$ cat config.mk
export PLATFORM = sky130hd
export DESIGN_NAME = sw_tlb
export DESIGN_NICKNAME = d
export VERILOG_FILES = /design/src/rtl/tlb_pkg.sv /design/src/rtl/tlb_cam.sv /design/src/rtl/tlb_pick.sv /design/src/rtl/tlb_rr_victim.sv /design/src/rtl/sw_tlb.sv
export SDC_FILE = /design/constraint.sdc
export NUM_CORES = 2
export LEC_CHECK = 0
export CAP_MARGIN = 20
export CORE_MARGIN = 2
export CORE_UTILIZATION = 50
export DETAILED_ROUTE_END_ITERATION = 8
export GPL_TIMING_DRIVEN = 0
export PLACE_DENSITY = 0.64
export SYNTH_ARGS = -nofsm -noshare
export SYNTH_HDL_FRONTEND = slang
export SYNTH_HIERARCHICAL = 1
export SYNTH_SLANG_ARGS = --single-unit
export TNS_END_PERCENT = 30
$ cat constraint.sdc
create_clock -name clk -period 17.95 [get_ports clk]
set_input_delay 3.59 -clock clk [delete_from_list [all_inputs] [get_ports clk]]
set_output_delay 3.59 -clock clk [all_outputs]
set_load 0.05 [all_outputs]
$ cat src/rtl/tlb_pkg.sv
package tlb_pkg;
   localparam int PERM_W = 3;
   localparam int PERM_R = 0;
   localparam int PERM_W_BIT = 1;
   localparam int PERM_X = 2;

   typedef enum logic [1:0] {
      ACC_RD  = 2'd0,
      ACC_WR  = 2'd1,
      ACC_EX  = 2'd2,
      ACC_RSV = 2'd3
   } acc_e;

   typedef enum logic [1:0] {
      CS_NONE = 2'd0,
      CS_MISS = 2'd1,
      CS_PERM = 2'd2
   } cause_e;
endpackage

$ cat src/rtl/tlb_cam.sv
module tlb_cam #(
   parameter int ENTRIES = 16,
   parameter int PID_W   = 8,
   parameter int VPN_W   = 20
) (
   input  logic [ENTRIES-1:0]            vld,
   input  logic [ENTRIES-1:0][PID_W-1:0] tags,
   input  logic [ENTRIES-1:0][VPN_W-1:0] pages,
   input  logic [PID_W-1:0]              key_pid,
   input  logic [VPN_W-1:0]              key_vpn,
   output logic [ENTRIES-1:0]            match
);
   for (genvar g = 0; g < ENTRIES; g++) begin : g_cmp
      assign match[g] = vld[g] && (tags[g] == key_pid) && (pages[g] == key_vpn);
   end
endmodule

$ cat src/rtl/tlb_pick.sv
module tlb_pick #(
   parameter int N  = 16,
   parameter int IW = $clog2(N)
) (
   input  logic [N-1:0]  req,
   output logic          any,
   output logic [IW-1:0] idx
);
   always_comb begin
      any = |req;
      idx = '0;
      for (int i = N - 1; i >= 0; i--) begin
         if (req[i]) idx = IW'(i);
      end
   end
endmodule

$ cat src/rtl/tlb_rr_victim.sv
module tlb_rr_victim #(
   parameter int N  = 16,
   parameter int IW = $clog2(N)
) (
   input  logic [N-1:0]  locked,
   input  logic [IW-1:0] ptr,
   output logic          found,
   output logic [IW-1:0] idx
);
   logic [IW-1:0] cand;
   always_comb begin
      found = 1'b0;
      idx   = ptr;
      cand  = ptr;
      for (int k = N - 1; k >= 0; k--) begin
         cand = ptr + IW'(k);
         if (!locked[cand]) begin
            found = 1'b1;
            idx   = cand;
         end
      end
   end
endmodule

$ cat src/rtl/sw_tlb.sv
module sw_tlb
   import tlb_pkg::*;
#(
   parameter int ENTRIES    = 16,
   parameter int PID_W      = 8,
   parameter int VPN_W      = 20,
   parameter int PFN_W      = 20,
   parameter bit ALLOW_LOCK = 1'b1
) (
   input  logic                         clk,
   input  logic                         rst_n,
   input  logic                         lk_valid,
   input  logic [VPN_W-1:0]             lk_vpn,
   input  logic [PID_W-1:0]             lk_pid,
   input  logic [1:0]                   lk_acc,
   output logic                         rsp_valid,
   output logic                         rsp_hit,
   output logic                         rsp_trap,
   output logic [1:0]                   rsp_cause,
   output logic [PFN_W-1:0]             rsp_pfn,
   input  logic                         fill_en,
   input  logic [VPN_W-1:0]             fill_vpn,
   input  logic [PID_W-1:0]             fill_pid,
   input  logic [PFN_W-1:0]             fill_pfn,
   input  logic [2:0]                   fill_perm,
   input  logic                         fill_lock,
   output logic                         fill_ack,
   output logic                         fill_err,
   output logic [$clog2(ENTRIES)-1:0]   fill_slot,
   input  logic                         flush_all,
   input  logic                         flush_pid_en,
   input  logic [PID_W-1:0]             flush_pid
);
   localparam int IDX_W = $clog2(ENTRIES);

   if (ENTRIES < 2 || (1 << IDX_W) != ENTRIES) begin : g_bad_entries
      $error("sw_tlb: ENTRIES must be a power of two and at least 2");
   end
   if (PID_W < 1 || VPN_W < 1 || PFN_W < 1) begin : g_bad_width
      $error("sw_tlb: field widths must be positive");
   end

   logic [ENTRIES-1:0]              vld_q, lck_q;
   logic [ENTRIES-1:0][PID_W-1:0]   pid_q;
   logic [ENTRIES-1:0][VPN_W-1:0]   vpn_q;
   logic [ENTRIES-1:0][PFN_W-1:0]   pfn_q;
   logic [ENTRIES-1:0][PERM_W-1:0]  prm_q;
   logic [IDX_W-1:0]                ptr_q;

   // lookup path
   logic [ENTRIES-1:0] lk_match;
   logic               lk_any;
   logic [IDX_W-1:0]   lk_idx;
   logic               lk_grant;

   tlb_cam #(.ENTRIES(ENTRIES), .PID_W(PID_W), .VPN_W(VPN_W)) u_lk_cam (
      .vld(vld_q), .tags(pid_q), .pages(vpn_q),
      .key_pid(lk_pid), .key_vpn(lk_vpn), .match(lk_match));

   tlb_pick #(.N(ENTRIES), .IW(IDX_W)) u_lk_pick (
      .req(lk_match), .any(lk_any), .idx(lk_idx));

   always_comb begin
      unique case (acc_e'(lk_acc))
         ACC_RD:  lk_grant = prm_q[lk_idx][PERM_R];
         ACC_WR:  lk_grant = prm_q[lk_idx][PERM_W_BIT];
         ACC_EX:  lk_grant = prm_q[lk_idx][PERM_X];
         default: lk_grant = 1'b0;
      endcase
   end

   // fill path
   logic [ENTRIES-1:0] fl_match;
   logic               fl_any;
   logic [IDX_W-1:0]   fl_idx;
   logic               vic_found;
   logic [IDX_W-1:0]   vic_idx;
   logic               lock_in;

   tlb_cam #(.ENTRIES(ENTRIES), .PID_W(PID_W), .VPN_W(VPN_W)) u_fl_cam (
      .vld(vld_q), .tags(pid_q), .pages(vpn_q),
      .key_pid(fill_pid), .key_vpn(fill_vpn), .match(fl_match));

   tlb_pick #(.N(ENTRIES), .IW(IDX_W)) u_fl_pick (
      .req(fl_match), .any(fl_any), .idx(fl_idx));

   tlb_rr_victim #(.N(ENTRIES), .IW(IDX_W)) u_victim (
      .locked(lck_q), .ptr(ptr_q), .found(vic_found), .idx(vic_idx));

   if (ALLOW_LOCK) begin : g_lock
      assign lock_in = fill_lock;
   end else begin : g_nolock
      assign lock_in = 1'b0;
   end

   logic               flush_any;
   logic [ENTRIES-1:0] clr_mask;
   logic               wr_en;
   logic [IDX_W-1:0]   wr_idx;
   logic               fill_refuse;

   assign flush_any = flush_all || flush_pid_en;

   for (genvar g = 0; g < ENTRIES; g++) begin : g_clr
      assign clr_mask[g] = !lck_q[g] &&
                           (flush_all || (flush_pid_en && (pid_q[g] == flush_pid)));
   end

   always_comb begin
      wr_en       = 1'b0;
      wr_idx      = fl_idx;
      fill_refuse = 1'b0;
      if (fill_en && !flush_any) begin
         if (fl_any) begin
            wr_en = 1'b1;
         end else if (vic_found) begin
            wr_en  = 1'b1;
            wr_idx = vic_idx;
         end else begin
            fill_refuse = 1'b1;
         end
      end
   end

   // control state
   always_ff @(posedge clk) begin
      if (!rst_n) begin
         vld_q     <= '0;
         lck_q     <= '0;
         ptr_q     <= '0;
         rsp_valid <= 1'b0;
         rsp_hit   <= 1'b0;
         rsp_trap  <= 1'b0;
         rsp_cause <= CS_NONE;
         rsp_pfn   <= '0;
         fill_ack  <= 1'b0;
         fill_err  <= 1'b0;
         fill_slot <= '0;
      end else begin
         rsp_valid <= lk_valid;
         rsp_hit   <= lk_valid && lk_any && lk_grant;
         rsp_trap  <= lk_valid && !(lk_any && lk_grant);
         rsp_pfn   <= (lk_valid && lk_any && lk_grant) ? pfn_q[lk_idx] : '0;
         if (!lk_valid)     rsp_cause <= CS_NONE;
         else if (!lk_any)  rsp_cause <= CS_MISS;
         else if (!lk_grant) rsp_cause <= CS_PERM;
         else               rsp_cause <= CS_NONE;

         vld_q    <= vld_q & ~clr_mask;
         fill_ack <= wr_en;
         fill_err <= fill_refuse;
         if (wr_en) begin
            vld_q[wr_idx] <= 1'b1;
            lck_q[wr_idx] <= lock_in;
            fill_slot     <= wr_idx;
            if (!fl_any) ptr_q <= vic_idx + IDX_W'(1);
         end
      end
   end

   // slot payload, no reset needed
   always_ff @(posedge clk) begin
      if (wr_en) begin
         pid_q[wr_idx] <= fill_pid;
         vpn_q[wr_idx] <= fill_vpn;
         pfn_q[wr_idx] <= fill_pfn;
         prm_q[wr_idx] <= fill_perm;
      end
   end
endmodule

==> metrics.txt <==
# TYPE chip_impl_metric gauge
chip_impl_metric{name="timing.critical_path.required",unit="ns"} 18.34
chip_impl_metric{name="fin_ws",unit="ns"} 7.27
chip_impl_metric{name="syn-cell-area",unit="mm2"} 0.0452
chip_impl_info{name="startpoint",value="fill_vpn[12]"} 1
chip_impl_metric{name="final.setup.tns",unit="ns"} 0
chip_impl_metric{name="fp.dieW",unit="um"} 305
chip_impl_metric{name="ios",unit=""} 127
chip_impl_metric{name="slew_headroom",unit="%"} 11.8
chip_impl_info{name="synth.top_cells.by_area",value="sky130_fd_sc_hd__edfxtp_1 54%, sky130_fd_sc_hd__xor2_1 13%, sky130_fd_sc_hd__xnor2_1 7.1%, sky130_fd_sc_hd__mux4_2 5.9%, sky130_fd_sc_hd__dfxtp_1 3.0%"} 1
chip_impl_metric{name="finalHoldWorstSlack",unit="ns"} 0.506
chip_impl_metric{name="final_hold_violating_endpoints",unit=""} 0
chip_impl_metric{name="clock_insertion_delay_worst_skew",unit="ns"} 0.71
chip_impl_metric{name="final_layout_size_suffix_gt1_share",unit="%"} 15.6
chip_impl_metric{name="finalCoreUtilization",unit="%"} 57.5
chip_impl_metric{name="ctsResizeCount",unit=""} 0
chip_impl_info{name="yosys.area.top_type",value="sky130_fd_sc_hd__edfxtp_1"} 1
chip_impl_metric{name="routed-via-count",unit=""} 30300
chip_impl_metric{name="fin_nets",unit=""} 3464
chip_impl_info{name="timing.critical_path.to",value="vpn_q[95]"} 1
chip_impl_metric{name="synth_enable_flop_cells",unit=""} 816
chip_impl_info{name="timing.hold.worst.class",value="reg -> reg"} 1
chip_impl_metric{name="drt-vias-per-instance",unit=""} 6.57
chip_impl_metric{name="maximum_capacitance_violations",unit=""} 0
chip_impl_metric{name="syn_avg_cell_area",unit="um2"} 14.5
chip_impl_metric{name="pnr_total_power",unit="mW"} 4.63
chip_impl_metric{name="path_clk_slew",unit="ns"} 0.06
chip_impl_metric{name="portBuffers",unit=""} 89
chip_impl_metric{name="fp.coreArea",unit="mm2"} 0.0897
chip_impl_metric{name="total_iterations_of_the_first_detailed_routing_run",unit=""} 6
chip_impl_info{name="grt_setup_unrepaired",value="no"} 1
chip_impl_metric{name="pwr_density_cell",unit="mW/mm2"} 89.7
chip_impl_metric{name="timing.fmax",unit="MHz"} 93.6
chip_impl_metric{name="layout_worst_path_cycle_share",unit="%"} 59.5
chip_impl_metric{name="wire_per_inst",unit="um"} 37.2
chip_impl_metric{name="synth.top_cell.area_share",unit="%"} 54.2
chip_impl_metric{name="synth_seq_cells",unit=""} 883
chip_impl_metric{name="cts_htree_levels",unit=""} 3
chip_impl_metric{name="place.gp.congestion",unit=""} 1.07
chip_impl_metric{name="clock_buffers_created_by_tritoncts",unit=""} 95
chip_impl_info{name="critical_path.reg2reg.startpoint",value="ptr_q[1]"} 1
chip_impl_info{name="cp_cell_sequence",value="clkdlybuf4s50_1 > buf_16 > buf_2 > buf_2 > xor2_1 > nor3_1 > nand4_1 > nor4_1 > nor4_2 > nand3_1 > or3_1 > nor2b_1 > clkbuf_1 > a211oi_1 > o21ai_2 > nor2b_4 > buf_12 > buf_16"} 1
chip_impl_metric{name="finalSetupViolations",unit=""} 0
chip_impl_metric{name="async_reset_ff_share",unit="%"} 0
chip_impl_metric{name="irDropWorstVdd",unit="V"} 0.000115
chip_impl_metric{name="grt_max_degree",unit=""} 52
chip_impl_metric{name="area_growth",unit="%"} 14.3
chip_impl_metric{name="detail_route.drc_violations",unit=""} 0
chip_impl_info{name="outcome",value="finished, final reports clean"} 1
chip_impl_info{name="crit_type",value="in -> reg"} 1
chip_impl_metric{name="postCtsHoldBufs",unit=""} 0
chip_impl_metric{name="grtUsageTotal",unit="%"} 36.6
chip_impl_metric{name="leakage",unit="nW"} 16.9
chip_impl_metric{name="start_util",unit="%"} 50.3
chip_impl_info{name="crit-reg2reg-capture",value="pfn_q[168]"} 1
chip_impl_metric{name="setup_ws_pre_cts",unit="ns"} 7.08
chip_impl_metric{name="tmin_final",unit="ns"} 10.68
chip_impl_metric{name="grt.overflow.total",unit=""} 0
chip_impl_info{name="tritoncts",value="done"} 1
chip_impl_metric{name="synth.net_count",unit=""} 3224
chip_impl_metric{name="detail-route-antenna-nets",unit=""} 0
chip_impl_metric{name="post-cts-setup-buffer-count",unit=""} 0
chip_impl_metric{name="hold-path-cell-count",unit=""} 1
chip_impl_metric{name="placement_rows",unit=""} 110
chip_impl_info{name="setup.worst_path.end_class",value="flip-flop"} 1
chip_impl_metric{name="r2r_cells",unit=""} 18
chip_impl_metric{name="cp_data_arrival_time",unit="ns"} 11.08
chip_impl_metric{name="tightestPinTransition",unit="ns"} 1.31
chip_impl_info{name="critPathLaunchType",value="input port"} 1
chip_impl_metric{name="timing.final.max_slew_violations",unit=""} 0
chip_impl_info{name="root_buffer",value="sky130_fd_sc_hd__clkbuf_16"} 1
chip_impl_metric{name="fin_skew",unit="ns"} 0.0350
chip_impl_metric{name="dp.final_hpwl",unit="um"} 117000
chip_impl_info{name="synthFlopType",value="sky130_fd_sc_hd__edfxtp_1"} 1
chip_impl_metric{name="drt_iter0_markers",unit=""} 4409
chip_impl_metric{name="ys_warn_count",unit=""} 6
chip_impl_metric{name="worst-path-max-fanout",unit=""} 22
chip_impl_metric{name="clkSinkCount",unit=""} 883
chip_impl_metric{name="routed_wl",unit="um"} 172000
chip_impl_metric{name="netlist_instances",unit=""} 3120
chip_impl_metric{name="ys_seq_area_share",unit="%"} 57.2
chip_impl_metric{name="cp_slowest_stage_delay",unit="ns"} 1.09
chip_impl_metric{name="grt_first_pass_wirelength",unit="um"} 233000
chip_impl_metric{name="r2r_setup_slack",unit="ns"} 11.23
chip_impl_metric{name="die_y",unit="um"} 305
chip_impl_metric{name="fp.dieArea",unit="mm2"} 0.0928
chip_impl_metric{name="first_global_vias",unit=""} 29500
chip_impl_info{name="worst_path_max_delay_cell",value="sky130_fd_sc_hd__nor4_1"} 1
chip_impl_metric{name="number_of_antenna_violations_at_the_first_check_in_global_routing",unit=""} 6
chip_impl_metric{name="clk_path_buf_depth",unit=""} 3
chip_impl_metric{name="yosys_cell_types",unit=""} 86
==> critical path: cells and delay by family <==
kind                   cells  cell delay, ns
AND/OR/NAND/NOR            8            3.73
XOR/XNOR                   1            0.14
AO/OA/AOI/OAI              2            0.61
buffers and inverters      7            2.90
==> routing by layer <==
metal  GRT usage, %  vias to the layer above  routed length [um]
met4           23.2                        4               12700
met3           11.0                      524               21200
li1               -                    12100                   -
met1           46.6                    15500               62500
met2           54.6                     2156               75200
met5              0                        -                  29
==> cells in the mapped netlist (all sizes together) (3+ instances only) <==
cell and instances:
and3 4, or3 5, a31oi 15, nand4b 4, o2111ai 6, ha 8
o311a 4, nor3 46, nand4 118, o31ai 6, o21ai 35, mux2i 65
o211ai 5, o22ai 4, a221oi 3, a2111oi 7, xnor2 367, mux2 12
clkbuf 33, xor2 669, a21boi 9, o21a 19, dfxtp 67, a21oi 29
a211oi 7, buf 145, nor2b 45, nor4b 9, nor2 48, nand2 70
edfxtp 816, o211a 5, nand3 50, inv 34, nor4 173, mux4 130
and2 7, a22oi 9, nand2b 7
==> through the flow <==
step / cell area, um2 / instances
floorplan: 45200 / 3120
global placement: 47500 / 4385
detailed placement: 48500 / 4435
CTS: 51500 / 4605
global route: 51600 / 4609
finish: 51600 / 4615
==> kinds of logic (layout without fill, tap and decap cells) <==
kind of cell	after synthesis	count (layout)	share of synthesized area, %
buf+inv	212	525	3.30
simple gates	596	596	7.90
flops	883	883	57.2
other cells	0	6	0
mux	207	207	8.36
compound gates	178	178	2.86
fa+ha+maj	8	8	0.222
xor+xnor	1036	1036	20.1
==> how the worst min path moves through the flow <==
| stage | to | from |
|---|---|---|
| 3_3_place_gp | fill_slot[1] | fill_slot[1] |
| 6_report | fill_slot[2] | fill_slot[2] |
| 3_5_place_dp | fill_slot[1] | fill_slot[1] |
| 2_1_floorplan | vld_q[10] | vld_q[10] |
| 5_1_grt | fill_slot[2] | fill_slot[2] |
| 4_1_cts | fill_slot[2] | fill_slot[2] |
==> power breakdown <==
part / switching, mW / internal (mW)
sequential: 0.00483 / 2.25
combinational: 0.276 / 0.128
clock: 0.848 / 1.12
total: 1.13 / 3.50
==> sequential cells by signal, summed over array words and instances, names as in the netlist <==
register / flops
fill_ack: 1
fill_err: 1
fill_slot: 4
lck_q: 16
pfn_q: 320
pid_q: 128
prm_q: 48
ptr_q: 4
rsp_cause: 2
rsp_hit: 1
rsp_pfn: 20
rsp_trap: 1
rsp_valid: 1
vld_q: 16
vpn_q: 320
==> cells in the final DEF, fill, tap and decap left out, drive strengths merged, types with 70 or more instances in the layout <==
cell and count:
nand4 118, clkbuf 158, xor2 669, xnor2 367, nor4 173, buf 206, nand2 70, edfxtp 816
clkdlybuf4s50 81, mux4 130
==> area by class of cell <==
cell class / instances / area, um2
plain buffers: 178 / 1360
fillers: 7085 / 38100
diodes: 6 / 15.0
clock buffers: 124 / 2550
repair buffers: 143 / 1830
multi-input cells: 2025 / 17900
inverters: 34 / 138
flip-flops and latches: 883 / 25800
clock inverters: 46 / 513
well taps: 1176 / 1470
Power figures use the tool's default switching activity.
